**src/rtl/fermat_pkg.sv**
```systemverilog
package fermat_pkg;
    typedef enum logic [1:0] {
        FE_IDLE = 2'd0,
        FE_RUN  = 2'd1,
        FE_DONE = 2'd2
    } fe_state_e;
endpackage

```
**src/rtl/fermat_step.sv**
```systemverilog
// One add/subtract step of the Fermat recurrence, purely combinational.
module fermat_step #(
    parameter int IW = 66
) (
    input  logic [IW-1:0] x_i,
    input  logic [IW-1:0] y_i,
    input  logic [IW-1:0] r_i,
    output logic [IW-1:0] x_o,
    output logic [IW-1:0] y_o,
    output logic [IW-1:0] r_o,
    output logic          zero_o
);
    logic neg;

    always_comb begin
        neg    = r_i[IW-1];
        zero_o = (r_i == '0);
        x_o    = x_i;
        y_o    = y_i;
        r_o    = r_i;
        if (neg) begin
            r_o = r_i + x_i;
            x_o = x_i + IW'(2);
        end else if (!zero_o) begin
            r_o = r_i - y_i;
            y_o = y_i + IW'(2);
        end
    end
endmodule

```
**src/rtl/fermat_led.sv**
```systemverilog
// LED driver: counter slice while searching, walking light once done.
module fermat_led #(
    parameter int LED_N  = 7,
    parameter int ANIM_W = 22
) (
    input  logic             clk_i,
    input  logic             rst_ni,
    input  logic             done_i,
    input  logic [LED_N-1:0] slice_i,
    output logic [LED_N-1:0] led_o
);
    typedef struct packed {
        logic [LED_N-1:0]  pat;
        logic [ANIM_W-1:0] div;
    } led_regs_t;

    led_regs_t s_d, s_q;

    always_comb begin
        s_d = s_q;
        if (!done_i) begin
            s_d.pat = LED_N'(1);
            s_d.div = '0;
        end else begin
            s_d.div = s_q.div + ANIM_W'(1);
            if (&s_q.div) begin
                s_d.pat = {s_q.pat[LED_N-2:0], s_q.pat[LED_N-1]};
            end
        end
    end

    always_ff @(posedge clk_i or negedge rst_ni) begin
        if (!rst_ni) begin
            s_q.pat <= LED_N'(1);
            s_q.div <= '0;
        end else begin
            s_q <= s_d;
        end
    end

    assign led_o = done_i ? s_q.pat : slice_i;


    anim_onehot_chk: assert property (@(posedge clk_i) disable iff (!rst_ni)
        done_i |-> ($countones(led_o) == 1));


    anim_rotate_chk: assert property (@(posedge clk_i) disable iff (!rst_ni)
        (done_i && (&s_q.div)) |=> (!done_i || (led_o != $past(led_o))));
endmodule

```
**src/rtl/fermat_engine.sv**
```systemverilog
// Fermat factoring engine: sequencing, iteration counter, factor register.
module fermat_engine
    import fermat_pkg::*;
#(
    parameter int W       = 64,
    parameter int CNT_W   = 32,
    parameter int LED_N   = 7,
    parameter int LED_LSB = 25,
    parameter int ANIM_W  = 22
) (
    input  logic             clk_i,
    input  logic             rst_ni,
    input  logic             start_i,
    input  logic [W:0]       seed_x_i,
    input  logic [W:0]       seed_r_i,
    output logic             busy_o,
    output logic             done_o,
    output logic [W-1:0]     factor_o,
    output logic [CNT_W-1:0] iter_count_o,
    output logic [LED_N-1:0] led_o
);
    localparam int IW = W + 2;

    typedef struct packed {
        fe_state_e        st;
        logic [IW-1:0]    x;
        logic [IW-1:0]    y;
        logic [IW-1:0]    r;
        logic [CNT_W-1:0] cnt;
        logic [W-1:0]     fac;
    } regs_t;

    regs_t s_d, s_q;

    logic [IW-1:0] x_nx, y_nx, r_nx, diff;
    logic          hit;

    fermat_step #(.IW(IW)) u_step (
        .x_i    (s_q.x),
        .y_i    (s_q.y),
        .r_i    (s_q.r),
        .x_o    (x_nx),
        .y_o    (y_nx),
        .r_o    (r_nx),
        .zero_o (hit)
    );

    always_comb begin
        s_d  = s_q;
        diff = s_q.x - s_q.y;
        case (s_q.st)
            FE_RUN: begin
                if (hit) begin
                    s_d.st  = FE_DONE;
                    s_d.fac = W'(diff >> 1);
                end else begin
                    s_d.x   = x_nx;
                    s_d.y   = y_nx;
                    s_d.r   = r_nx;
                    s_d.cnt = s_q.cnt + CNT_W'(1);
                end
            end
            default: ;
        endcase
        if (start_i) begin
            s_d.st  = FE_RUN;
            s_d.x   = {1'b0, seed_x_i};
            s_d.y   = IW'(1);
            s_d.r   = {seed_r_i[W], seed_r_i};
            s_d.cnt = '0;
            s_d.fac = '0;
        end
    end

    always_ff @(posedge clk_i or negedge rst_ni) begin
        if (!rst_ni) begin
            s_q.st  <= FE_IDLE;
            s_q.x   <= '0;
            s_q.y   <= '0;
            s_q.r   <= '0;
            s_q.cnt <= '0;
            s_q.fac <= '0;
        end else begin
            s_q <= s_d;
        end
    end

    assign busy_o       = (s_q.st == FE_RUN);
    assign done_o       = (s_q.st == FE_DONE);
    assign factor_o     = s_q.fac;
    assign iter_count_o = s_q.cnt;

    fermat_led #(.LED_N(LED_N), .ANIM_W(ANIM_W)) u_led (
        .clk_i   (clk_i),
        .rst_ni  (rst_ni),
        .done_i  (done_o),
        .slice_i (s_q.cnt[LED_LSB+LED_N-1:LED_LSB]),
        .led_o   (led_o)
    );


    start_load_chk: assert property (@(posedge clk_i) disable iff (!rst_ni)
        start_i |=> (busy_o && iter_count_o == '0));


    iter_step_chk: assert property (@(posedge clk_i) disable iff (!rst_ni)
        (busy_o && !hit && !start_i) |=> (busy_o && iter_count_o == $past(iter_count_o) + CNT_W'(1)));


    neg_branch_chk: assert property (@(posedge clk_i) disable iff (!rst_ni)
        (busy_o && s_q.r[IW-1] && !start_i) |=> (s_q.x == $past(s_q.x) + IW'(2) && $stable(s_q.y)));


    finish_chk: assert property (@(posedge clk_i) disable iff (!rst_ni)
        (busy_o && hit && !start_i) |=> (done_o && !busy_o));


    done_hold_chk: assert property (@(posedge clk_i) disable iff (!rst_ni)
        (done_o && !start_i) |=> (done_o && $stable(factor_o) && $stable(iter_count_o)));
endmodule

```
**config.mk**
```make
export PLATFORM = sky130hd
export DESIGN_NAME = fermat_engine
export DESIGN_NICKNAME = d
export VERILOG_FILES = /design/src/rtl/fermat_pkg.sv /design/src/rtl/fermat_step.sv /design/src/rtl/fermat_led.sv /design/src/rtl/fermat_engine.sv
export SDC_FILE = /design/constraint.sdc
export NUM_CORES = 1
export LEC_CHECK = 0
export BUFFER_PORTS_ARGS = -buffer_cell sky130_fd_sc_hd__buf_4
export CELL_PAD_IN_SITES_DETAIL_PLACEMENT = 0
export CELL_PAD_IN_SITES_GLOBAL_PLACEMENT = 1
export CORE_MARGIN = 2
export CORE_UTILIZATION = 45
export DETAILED_ROUTE_END_ITERATION = 16
export GPL_TIMING_DRIVEN = 0
export PLACE_DENSITY_LB_ADDON = 0.1
export SETUP_SLACK_MARGIN = 0.05
export SLEW_MARGIN = 15
export SYNTH_ARGS = -nofsm -noshare
export SYNTH_HDL_FRONTEND = slang
export SYNTH_SLANG_ARGS = --single-unit
```
**constraint.sdc**
```tcl
create_clock -name clk_i -period 6.41 [get_ports clk_i]
set_input_delay 0 -clock clk_i [delete_from_list [all_inputs] [get_ports clk_i]]
set_output_delay 0 -clock clk_i [all_outputs]
set_load 0.02 [all_outputs]
```
==> impl_metrics.yaml <==
worst_setup_path:
  start_kind: "register"
  crit_path_end_kind: "register"
  crit_buf_inv: 2
  crit_type: "reg -> reg"
  cpMaxStageDelayCell: "or4_4"
  cp_slowest_stage_delay_ns: 0.58
  arrival_ns: 6.57
  path_cells: "inv_2 -> ha_1 -> nand2b_1 -> or3_1 -> nand3b_1 -> or3_4 -> or4_4 -> nor2_8 -> nand2_1 -> xnor2_1 -> o21ai_0 -> ha_1 -> clkbuf_1 -> a21o_1 -> a21o_1 -> a21oi_1 -> o21ai_0 -> a221oi_2 -> o211ai_1 -> a41oi_4 -> o31ai_4 -> a311oi_2 -> xor2_2 -> o21ai_1"
  crit_required_ns: 6.84
  crit_family: "compound AO/OA/AOI/OAI gates"
  path_max_fanout: 9
cells_and_area:
  fin_cells: 4367
  diodes: 0
  multi_input_area_sq_um: 15400
  final_util_pct: 56.3
  area_growth_pct: 23.8
  design_area_sq_um: 31000
  fillCellCount: 5216
  nets: 3856
  drive_above_1_share_pct: 13.8
  regArea_sq_um: 8140
run:
  max_cap_viol_count: 0
synth:
  yosysUniqueCellTypes: 78
  synth_area_sq_um: 25000
  synthAdderAreaFrac_pct: 6.86
  syn_avg_cell_area_sq_um: 7.91
  synth_edf_count: 0
  synthArstFlopShare_pct: 100
  synth-compound-area-share_pct: 19.4
  synth_seq_area_share_pct: 32.5
  synth-seq-cells: 325
  synth_flop_cell: "dfrtp_1"
  synth_top_family_by_area: "simple AND/OR/NAND/NOR gates"
  synthMuxAreaShare_pct: 0.695
  synthCells: 3163
  syn-num-nets: 3432
  synth-xor-area-share_pct: 11.8
  ys_warn_count: 0
  synthSimpleGateAreaFrac_pct: 21.8
sta:
  fmax_mhz: 163
  finalSetupViolations: 0
  setup_slack_ns: 0.268
  drv_slew: 0
  worst_pin_slew_ns: 1.22
  holdWs_ns: -0.000794
  rsz0062_at_grt: "yes"
  hold_viol: 2
  period_share_pct: 95.8
  max_slew_margin_pct: 19.0
  tns_ns: 0
  clock_skew_ns: 0.0149
  period_needed_ns: 6.14
hold_path:
  hold_path_class: "in -> async"
route:
  drtIter0Drc: 1912
  dr.pass1.iters: 6
  wl_um: 89400
  drc: 0
  vias: 24453
  post_drt_wl_per_cell_um: 20.5
  ant_nets: 0
  routed_via_density: 5.60
pwr:
  ir_worst_vdd_uv: 331
  p_leak_nw: 13.4
  power.total_mw: 12.1
  powerDensity_nw_per_um2: 389
cts:
  clkTransAtPathRegs_ns: 0.06
  clkLatencyLatePin_ns: 0.58
  htree_levels: 2
  numCtsBuffers: 42
  cts-root-buf: "clkbuf_16"
  cts_tree: "built"
  clkSinkCount: 325
  clockBufferDepth: 3
placed_design:
  place_ws_ns: -1.31
  dp.cells: 4151
  place_area_sq_um: 27800
  dp_hpwl_um: 69800
  port_buffers: 236
  place.gp.congestion: 0.938
die:
  die_w_um: 240
  ioPinCount: 238
  die_height_um: 240
  row_count: 86
  initial_utilization_pct: 45.5
  coreArea_sq_um: 55000
  die_area_sq_um: 57500
global_route:
  grt_pass1_vias: 23695
  track_usage_pct: 30.8
  grt_antenna_before_repair: 2
  grt_max_degree: 106
  grt-ovfl-total: 0
  grt_pass1_wl_um: 136000
status:
  status: "finished with violations"
  violations: "hold timing"
==> state kept, by name (all words and copies together) (netlist names) <==
register	count
s_q	200
factor_o	64
iter_count_o	32
u_led.s_q	29
==> Yosys cell counts, drive strengths merged, types with 6 or more instances <==
cell type | instances | share of area (%)
nor3 | 52 | 1.1
inv | 110 | 1.7
a21oi | 255 | 5.1
nor2b | 14 | 0.35
buf | 102 | 3.0
a211oi | 15 | 0.45
o221ai | 13 | 0.46
o21bai | 26 | 0.78
nand3 | 109 | 2.3
o211ai | 12 | 0.36
or4 | 13 | 0.45
nor2 | 278 | 4.3
a21o | 97 | 2.9
a31oi | 23 | 0.58
o21ai | 267 | 5.3
nand4 | 60 | 1.5
nor4 | 48 | 1.3
xnor2 | 220 | 7.7
mux2i | 14 | 0.56
a21boi | 8 | 0.24
dfrtp | 324 | 32
o21a | 24 | 0.72
ha | 134 | 6.7
nand2 | 463 | 7.0
and4 | 7 | 0.25
clkbuf | 145 | 2.2
and2 | 16 | 0.40
nand2b | 18 | 0.45
a41oi | 6 | 0.21
o31ai | 13 | 0.39
a221oi | 7 | 0.25
xor2 | 118 | 4.1
and3 | 52 | 1.3
or3 | 30 | 0.77
a22o | 11 | 0.39
==> area by class of cell <==
cell class | count | area share, %
timing repair buffer | 387 | 10.7
inverter | 112 | 1.36
tap | 748 | 3.02
clock inverter | 17 | 0.788
clock buffer | 59 | 3.96
multi-input combinational | 2479 | 49.8
buffer | 240 | 4.10
sequential | 325 | 26.3
==> where the power goes <==
part	leakage, nW	switching, mW	internal, mW	total (mW)
registers	4.26	0.357	2.33	2.69
clock network	0.724	0.965	1.57	2.54
logic	8.43	4.08	2.74	6.83
total	13.4	5.41	6.65	12.1
==> metal layers <==
layer / global-route usage (%) / share of wire (%)
met1: 43.4 / 46
met2: 47.1 / 43
met3: 5.38 / 7.3
met4: 11.7 / 4.0
met5: 0 / 0.015
==> worst paths after layout <==
kind,startpoint,end,slack (ns),cells after the start
max,s_q[163]$_DFFE_PN0P_,s_q[161]$_DFFE_PN0P_,0.27,24
min,rst_ni,factor_o[12]$_DFFE_PN0P_,-0.0008,2
max reg2reg,s_q[163]$_DFFE_PN0P_,s_q[161]$_DFFE_PN0P_,0.27,24
min reg2reg,u_led.s_q[0]$_DFF_PN0_,u_led.s_q[0]$_DFF_PN0_,0.47,1
max in group asynchronous,rst_ni,u_led.s_q[22]$_DFFE_PN1P_,5.46,3
min in group clk_i,seed_r_i[41],s_q[137]$_DFFE_PN0P_,0.17,3
==> cell usage in the layout (no fill, tap or decap), types with 97 or more instances in the layout <==
master         Yosys  routed
xnor2_1          220     220
a21o_1            97      97
dfrtp_1          324     322
ha_1             134     128
buf_4             96     347
clkbuf_1         145     145
a21oi_1          255     251
nand2_1          462     461
nand3_1          107     106
xor2_1           118     117
dlygate4sd3_1      0     131
o21ai_0          253     238
nor2_1           275     273
inv_1            105     103
==> logic make-up after synthesis <==
| group | Yosys count |
|---|---|
| buffers and inverters | 359 |
| XOR/XNOR | 338 |
| AND/OR/NAND/NOR | 1175 |
| adder cells (fa/ha/maj) | 136 |
| multiplexers | 17 |
| AO/OA/AOI/OAI | 813 |
| flip-flops | 325 |
==> timing repair <==
item,4_1_cts,5_1_grt
pin swaps,10,14
hold buffers,131,0
setup endpoints to repair,20,20
gates resized for setup,28,39
endpoints found under the hold margin,413,0
setup buffers,8,8
(Power assumes the default switching activity.)
